--- config.mk ---
export PLATFORM = sky130hd
export DESIGN_NAME = dvma_walker
export DESIGN_NICKNAME = d
export VERILOG_FILES = /design/src/rtl/dvma_pkg.sv /design/src/rtl/dvma_pte_addr.sv /design/src/rtl/dvma_pte_check.sv /design/src/rtl/dvma_fault_regs.sv /design/src/rtl/dvma_walker.sv
export SDC_FILE = /design/constraint.sdc
export NUM_CORES = 1
export LEC_CHECK = 0
export BUFFER_PORTS_ARGS = -buffer_cell sky130_fd_sc_hd__buf_4
export CORE_MARGIN = 3
export CORE_UTILIZATION = 42
export DETAILED_ROUTE_END_ITERATION = 10
export HOLD_SLACK_MARGIN = 0.1
export PLACE_DENSITY = 0.77
export SLEW_MARGIN = 20
export SYNTH_ARGS = -nofsm -noshare
export SYNTH_HDL_FRONTEND = slang
export SYNTH_SLANG_ARGS = --single-unit
--- constraint.sdc ---
create_clock -name clk -period 2.5 [get_ports clk]
set_clock_uncertainty 0.15 [all_clocks]
set_input_delay 0.125 -clock clk [delete_from_list [all_inputs] [get_ports clk]]
set_output_delay 0.125 -clock clk [all_outputs]
set_load 0.05 [all_outputs]
--- src/rtl/dvma_pkg.sv ---
package dvma_pkg;
   typedef enum logic [1:0] {
      WK_IDLE  = 2'd0,
      WK_FETCH = 2'd1,
      WK_WAIT  = 2'd2,
      WK_CHECK = 2'd3
   } walk_state_e;

   localparam int ENTRY_W     = 32;
   localparam int E_VALID_BIT = 1;
   localparam int E_WRITE_BIT = 2;
   localparam int E_PPN_LO    = 8;
   localparam int E_PPN_HI    = 26;
   localparam int E_PPN_W     = E_PPN_HI - E_PPN_LO + 1;
   localparam int BASE_SHIFT  = 4;

   localparam logic [31:0] FSR_FAULT = 32'hC082_0000;
   localparam logic [31:0] FSR_RDBIT = 32'h0004_0000;
endpackage

--- src/rtl/dvma_pte_addr.sv ---
module dvma_pte_addr #(
   parameter int AW         = 32,
   parameter int PAGE_SHIFT = 12
) (
   input  logic [AW-1:0] tbl_base,
   input  logic [AW-1:0] win_start,
   input  logic [AW-1:0] vaddr,
   output logic [AW-1:0] ent_addr
);
   import dvma_pkg::*;
   localparam int IDX_SHIFT = PAGE_SHIFT - 2;

   logic [AW-1:0] rel_va;
   logic [AW-1:0] idx_off;

   always_comb begin
      rel_va   = vaddr & ~win_start;
      idx_off  = (rel_va >> IDX_SHIFT) & ~AW'(3);
      ent_addr = (tbl_base << BASE_SHIFT) + idx_off;
   end
endmodule

--- src/rtl/dvma_pte_check.sv ---
module dvma_pte_check #(
   parameter int AW         = 32,
   parameter int PAGE_SHIFT = 12
) (
   input  logic [31:0]   entry,
   input  logic [AW-1:0] vaddr,
   input  logic          is_write,
   output logic [AW-1:0] paddr,
   output logic          fault
);
   import dvma_pkg::*;
   localparam int PA_TOP = PAGE_SHIFT + E_PPN_W;

   generate
      if (AW > PA_TOP) begin : g_pad
         assign paddr = {{(AW-PA_TOP){1'b0}}, entry[E_PPN_HI:E_PPN_LO],
                         vaddr[PAGE_SHIFT-1:0]};
      end else begin : g_exact
         assign paddr = {entry[E_PPN_HI:E_PPN_LO], vaddr[PAGE_SHIFT-1:0]};
      end
   endgenerate

   assign fault = !entry[E_VALID_BIT] || (is_write && !entry[E_WRITE_BIT]);
endmodule

--- src/rtl/dvma_fault_regs.sv ---
module dvma_fault_regs #(
   parameter int AW = 32
) (
   input  logic          clk,
   input  logic          rst_n,
   input  logic          log_fault,
   input  logic          was_read,
   input  logic [AW-1:0] fail_page,
   input  logic          sw_clr,
   output logic [31:0]   status,
   output logic [AW-1:0] fail_addr
);
   import dvma_pkg::*;

   always_ff @(posedge clk) begin
      if (!rst_n) begin
         status    <= '0;
         fail_addr <= '0;
      end else if (log_fault) begin
         status    <= FSR_FAULT | (was_read ? FSR_RDBIT : 32'd0);
         fail_addr <= fail_page;
      end else if (sw_clr) begin
         status    <= '0;
      end
   end
endmodule

--- src/rtl/dvma_walker.sv ---
module dvma_walker #(
   parameter int AW         = 32,
   parameter int PAGE_SHIFT = 12,
   parameter int NPW        = 4
) (
   input  logic           clk,
   input  logic           rst_n,
   input  logic [AW-1:0]  cfg_base,
   input  logic [AW-1:0]  cfg_win,
   input  logic           req_valid,
   input  logic [AW-1:0]  req_dva,
   input  logic           req_write,
   input  logic [NPW-1:0] req_pages,
   output logic           busy,
   output logic           mem_req_valid,
   output logic [AW-1:0]  mem_req_addr,
   input  logic           mem_req_ready,
   input  logic           mem_rsp_valid,
   input  logic [31:0]    mem_rsp_data,
   output logic           res_valid,
   output logic [AW-1:0]  res_pa,
   output logic           res_fault,
   output logic           res_last,
   input  logic           sts_clr,
   output logic [31:0]    flt_status,
   output logic [AW-1:0]  flt_addr
);
   import dvma_pkg::*;

   generate
      if (AW < PAGE_SHIFT + E_PPN_W) begin : g_bad_aw
         $error("dvma_walker: AW too small for the page number field");
      end
      if (PAGE_SHIFT < 4) begin : g_bad_ps
         $error("dvma_walker: PAGE_SHIFT must be at least 4");
      end
      if (NPW < 1) begin : g_bad_npw
         $error("dvma_walker: NPW must be at least 1");
      end
   endgenerate

   walk_state_e    st_q;
   logic [AW-1:0]  cur_va_q;
   logic [NPW-1:0] left_q;
   logic           wr_q;
   logic [31:0]    ent_q;

   logic [AW-1:0]  chk_pa;
   logic           chk_fault;
   logic [AW-1:0]  page_va;
   logic [AW-1:0]  next_va;
   logic           in_check;
   logic           walk_end;

   assign page_va  = (cur_va_q >> PAGE_SHIFT) << PAGE_SHIFT;
   assign next_va  = page_va + (AW'(1) << PAGE_SHIFT);
   assign in_check = (st_q == WK_CHECK);
   assign walk_end = chk_fault || (left_q == '0);

   dvma_pte_addr #(.AW(AW), .PAGE_SHIFT(PAGE_SHIFT)) u_addr (
      .tbl_base (cfg_base),
      .win_start(cfg_win),
      .vaddr    (cur_va_q),
      .ent_addr (mem_req_addr)
   );

   dvma_pte_check #(.AW(AW), .PAGE_SHIFT(PAGE_SHIFT)) u_check (
      .entry   (ent_q),
      .vaddr   (cur_va_q),
      .is_write(wr_q),
      .paddr   (chk_pa),
      .fault   (chk_fault)
   );

   dvma_fault_regs #(.AW(AW)) u_fregs (
      .clk      (clk),
      .rst_n    (rst_n),
      .log_fault(in_check && chk_fault),
      .was_read (!wr_q),
      .fail_page(page_va),
      .sw_clr   (sts_clr),
      .status   (flt_status),
      .fail_addr(flt_addr)
   );

   always_ff @(posedge clk) begin
      if (!rst_n) begin
         st_q     <= WK_IDLE;
         cur_va_q <= '0;
         left_q   <= '0;
         wr_q     <= 1'b0;
         ent_q    <= '0;
      end else begin
         unique case (st_q)
            WK_IDLE: begin
               if (req_valid) begin
                  cur_va_q <= req_dva;
                  wr_q     <= req_write;
                  left_q   <= (req_pages == '0) ? '0 : req_pages - NPW'(1);
                  st_q     <= WK_FETCH;
               end
            end
            WK_FETCH: begin
               if (mem_req_ready) st_q <= WK_WAIT;
            end
            WK_WAIT: begin
               if (mem_rsp_valid) begin
                  ent_q <= mem_rsp_data;
                  st_q  <= WK_CHECK;
               end
            end
            WK_CHECK: begin
               if (walk_end) begin
                  st_q <= WK_IDLE;
               end else begin
                  left_q   <= left_q - NPW'(1);
                  cur_va_q <= next_va;
                  st_q     <= WK_FETCH;
               end
            end
            default: st_q <= WK_IDLE;
         endcase
      end
   end

   assign busy          = (st_q != WK_IDLE);
   assign mem_req_valid = (st_q == WK_FETCH);
   assign res_valid     = in_check;
   assign res_fault     = in_check && chk_fault;
   assign res_last      = in_check && walk_end;
   assign res_pa        = chk_pa;
endmodule

Yosys cells after proc, flatten, opt, wreduce, memory -nomap -nowiden
Cells that the tools add are included.

Bits in registers: 118. Input bits: 139. Output and inout bits: 133. Word-level logic and storage cells: 52.

Add/subtract/negate cells: 4. Equal/unequal tests: 7. Multiplexer cells: 15. Bitwise operators: 2. Reduce and logical (&&, ||, !) cells: 17.

Operators with widths (count): two-way mux 32 bit (4); one-hot mux 32 bit (2 select lines) (1); adder 32 x 13 -> 32 bit (second input constant) (1); adder 32 x 22 -> 32 bit (1); bitwise AND 32 bit (1); NOT 32 bit (1); two-way mux 19 bit (1); two-way mux 4 bit (3); zero test 4 bit (2); one-hot mux 2 bit (4 select lines) (1); one-hot mux 4 bit (2 select lines) (1); subtractor 4 x 1 -> 4 bit (second input constant) (2); two-way mux 2 bit (3); != test 2 bit (second input constant) (3); AND reduction 3 bit (2); nonzero test 2 bit (3); equality test 2 bit (second input constant) (2); AND reduction 2 bit (2); logical AND 1 bit (3); equality test 2 x 1 -> 1 bit (second input constant) (1); zero test 1 bit (2); zero test 2 bit (1); logical OR 1 bit (2); != test 2 x 1 -> 1 bit (second input constant) (1); two-way mux 1 bit (1).

Longest topological paths before layout
Depth in word-level cells: 6. Gate-level depth with buffers: 10.

Modules after synthesis
A second synthesis with hierarchy kept.

Cells, all modules: 777. Area, all modules: 6439.9 um2.

Modules (own cells, without submodules): dvma_walker (times used 1, cells an instance 445, area an instance 3488.3 um2, sequential area each 1421.4 um2); dvma_fault_regs (times used 1, cells an instance 140, area an instance 1545.2 um2, sequential area each 680.7 um2); dvma_pte_addr (times used 1, cells an instance 157, area an instance 1149.9 um2, sequential area each 0.0 um2); dvma_pte_check (times used 1, cells an instance 35, area an instance 256.5 um2, sequential area each 0.0 um2).

Worst setup path before layout
OpenSTA, ideal clock, no wires.

Path type: reg2out. Start point: reg cur_va_q[21]. End point: out mem_req_addr[19]. Data arrival time: 3.044 ns. Data required time: 2.225 ns. Setup slack: -0.819 ns. Cell stages (with the launch flop): 10. Path through: dfxtp_1 inv_1 nor2_1 ha_1 nand2_1 o21ai_0 a21oi_1 a21boi_0 nor4_1 a311oi_1.

Word-level cells in the longest chain between the ends: 2.

RTL lines: start: declaration (line dvma_walker.sv:43) `logic [AW-1:0] cur_va_q;`; start signal: assignment (line dvma_walker.sv:97) `cur_va_q <= req_dva;`; start signal: assignment (line dvma_walker.sv:117) `cur_va_q <= next_va;`; bitwise AND 32 bit (line dvma_pte_addr.sv:17) `rel_va = vaddr & ~win_start;`; adder 32 x 22 -> 32 bit (line dvma_pte_addr.sv:19) `ent_addr = (tbl_base << BASE_SHIFT) + idx_off;`; end: declaration (line dvma_walker.sv:16) `output logic [AW-1:0] mem_req_addr,`.

Every way passes these cells.

Worst setup path in the final report
Start point: reg cur_va_q[14]. End point: out mem_req_addr[30].

The elaborated chain is that of the path after synthesis.

==> impl_metrics.py <==
metrics = {
    "layout": {
        "fin_nets": 1188,
        "layout_common_cells": "buf_4 (271), nand2_1 (112), a21oi_1 (89)",
        "final_layout_size_suffix_gt1_share_pct": 42.1,
        "area_delta_synth_final_pct": 69.7,
        "layoutNonFillerInstCount": 1198,
        "layout_commonest_cell": "buf_4",
    },
    "cts": {
        "cts-root-buf": "clkbuf_16",
        "clk_pin_slew_ns": 0.06,
        "cts_sinks": 82,
        "cts-buffers-inserted": 9,
        "clock_latency_ns": 0.34,
        "cts_tree": "yes",
        "htree_levels": 3,
        "cts_buffer_depth": 2,
    },
    "critical_path": {
        "critical_path.max_fanout": 5,
        "startpoint_type": "flop",
        "reg2reg_setup_slack_ns": 0.15,
        "critPathKind": "reg2out",
        "crit_family": "compound AO/OA/AOI/OAI gates",
        "crit_buf_inv": 2,
        "path_depth": 11,
        "crit_end": "mem_req_addr[30]",
        "cp_slowest_stage_delay_ns": 0.37,
        "path_cells": "nor2b_4 > ha_4 > fa_2 > a21oi_4 > o21ai_4 > a31o_4 > a21oi_4 > buf_12 > o22ai_4 > xor2_4 > buf_6",
        "ff2ff_path_depth": 8,
        "cp_common_cell": "a21oi_4",
        "r2r-start": "left_q[0]",
        "cp-startpoint": "cur_va_q[14]",
        "reg2reg_to": "left_q[0]",
        "cp_slowest_cell": "fa_2",
        "cp.arrival_ns": 2.55,
        "endpoint_kind": "primary output",
        "worstPathRequired_ns": 2.23,
    },
    "outcome": {
        "violations": "negative setup slack",
        "status": "complete, but fails checks",
    },
    "die": {
        "io_pins": 272,
        "num_rows": 40,
        "die_area_um2": 14400,
        "core_region_area_um2": 12300,
        "start_util_pct": 44.2,
        "die_y_um": 120,
        "die_width_um": 120,
    },
    "grt": {
        "grt_max_degree": 35,
        "overflow": 0,
        "antenna_found_initial": 2,
        "grt_pass1_vias": 6045,
        "grt_pass1_wl_mm": 29.0,
        "grt_usage_pct": 24.5,
    },
    "place": {
        "dpl.cell_count": 1104,
        "place_congestion": 0.913,
        "io_buffers": 202,
        "hpwl_mm": 12.7,
    },
    "timing": {
        "finalSetupViolCount": 20,
        "rsz0062_at_grt": "yes",
        "fin_tns_setup_ns": -4.74,
        "hold_viol": 0,
        "slew_viol_final": 0,
        "fin_crit_sh_pct": 113,
        "max_freq_ghz": 0.355,
        "fin_crit_ns": 2.82,
        "timing.final.ws_setup_ns": -0.320,
    },
    "logic_synthesis": {
        "yosysUniqueCellTypes": 56,
        "synth_ff_type": "dfxtp_1",
        "avgSynthCellArea_um2": 7.39,
        "async_flop_share_pct": 0,
        "yosys_warnings": 0,
        "ys_seq_area_share_pct": 30.2,
        "synth_edf_count": 0,
        "ys_ff_latch": 82,
        "netlist_area_um2": 5440,
        "synthCells": 736,
    },
    "route": {
        "drtIter0Drc": 316,
        "post_drt_wl_per_cell_um": 16.4,
        "final_antenna_net_count": 0,
        "drt_first_pass_iters": 6,
        "wl_mm": 19.6,
        "viasPerCell": 5.22,
        "drc_errors": 0,
        "num_vias": 6256,
    },
    "worst_hold_path": {
        "hp-class": "in2reg",
    },
    "power_and_ir_drop": {
        "power-per-cell-area_nw_per_um2": 941,
        "power_leakage_nw": 3.98,
        "peakVddDrop_v": 0.000870,
    },
    "flow_run": {
        "maxCapViolCount": 0,
    },
}
cells by family (layout without fill, tap and decap cells):
| group | Yosys count | in the layout | share of synthesized area, % |
|---|---|---|---|
| other | 1 | 44 | 0.0689 |
| and+or+nand+nor | 262 | 262 | 22.6 |
| AOI/OAI and AO/OA | 201 | 201 | 21.8 |
| adders and majority gates | 26 | 26 | 6.12 |
| xor gates and xnor gates | 25 | 25 | 4.02 |
| buffers and inverters | 137 | 388 | 14.9 |
| DFF | 82 | 82 | 30.2 |
| muxes | 2 | 2 | 0.368 |
routing by layer:
metal | wire [µm] | vias to the layer above | GRT usage (%)
met5 | 0 | - | 0
met4 | 460 | 0 | 8.73
li1 | - | 3015 | -
met3 | 1220 | 46 | 5.66
met1 | 7480 | 2922 | 27.0
met2 | 10400 | 273 | 45.8
stage by stage:
stage | hold slack, ns | util, % | setup slack (ns) | area [µm²] | power [mW]
after floorplan | 0.0925 | - | -0.0876 | 5930 | 5.06
after global placement | 0.221 | 60.7 | -0.0897 | 7470 | 6.33
after detailed placement | 0.230 | 60.7 | -0.131 | 7470 | 6.39
after CTS | 0.101 | 71.3 | -0.390 | 8780 | 8.29
after global routing | 0.120 | 75.0 | -0.399 | 9240 | 9.13
final | 0.109 | 75.0 | -0.320 | 9240 | 8.69
worst min-delay path by stage:
stage / from / to / slack [ns] / depth (start not counted)
finish: mem_req_ready / st_q[0] / 0.11 / 5
global route: req_pages[3] / left_q[0] / 0.12 / 4
CTS: mem_req_ready / st_q[0] / 0.10 / 5
detailed placement: mem_rsp_data[15] / ent_q[15] / 0.23 / 3
global placement: mem_rsp_data[15] / ent_q[15] / 0.22 / 3
floorplan: rst_n / cur_va_q[30] / 0.09 / 1
final cells by class:
type                    count  area, µm²
diodes                      2       5.00
clock buffers              11        253
clock inverters             5        100
fillers                   873       3080
inverters                  21       78.8
multi-input cells         558       4060
flip-flops and latches     82       1650
well taps                 168        210
repair buffers            351       2890
power by group:
part	switching (mW)	total, mW	internal [mW]
Clock	0.522	1.55	1.03
Sequential	0.175	1.78	1.61
Combinational	3.20	5.36	2.16
Total	3.90	8.69	4.79
cell usage after synthesis (10+ instances only):
cell | instances | share of area, %
a211oi_1 | 11 | 1.5
ha_1 | 25 | 5.7
nand2_1 | 114 | 7.9
nand3_1 | 17 | 1.6
xnor2_1 | 15 | 2.4
buf_4 | 77 | 11
nor2b_1 | 16 | 1.8
dfxtp_1 | 82 | 30
and3_1 | 17 | 2.0
a21oi_1 | 105 | 9.7
inv_1 | 20 | 1.4
xor2_1 | 10 | 1.6
nor2_1 | 44 | 3.0
o21ai_0 | 29 | 2.7
clkbuf_1 | 31 | 2.1
repair_timing:
action                                  in CTS  in global routing
endpoints found under the hold margin       56                  0
buffers inserted                             7                 12
hold buffers                                57                  0
endpoints found under the setup margin      30                 36
resized for setup                           70                 64
pin swaps                                   26                 44
registers in the layout, summed over array words and instances, names as in the netlist:
signal / flops
left_q: 4
st_q: 2
cur_va_q: 32
wr_q: 1
u_fregs.status: 2
u_fregs.fail_addr: 20
ent_q: 21
worst min-delay path: cells and delay by family:
kind                   cells  cell delay [ns]
AOI/OAI and AO/OA          3             0.27
buffers and inverters      2             0.15
No activity file was read; power rests on OpenSTA's default activity.
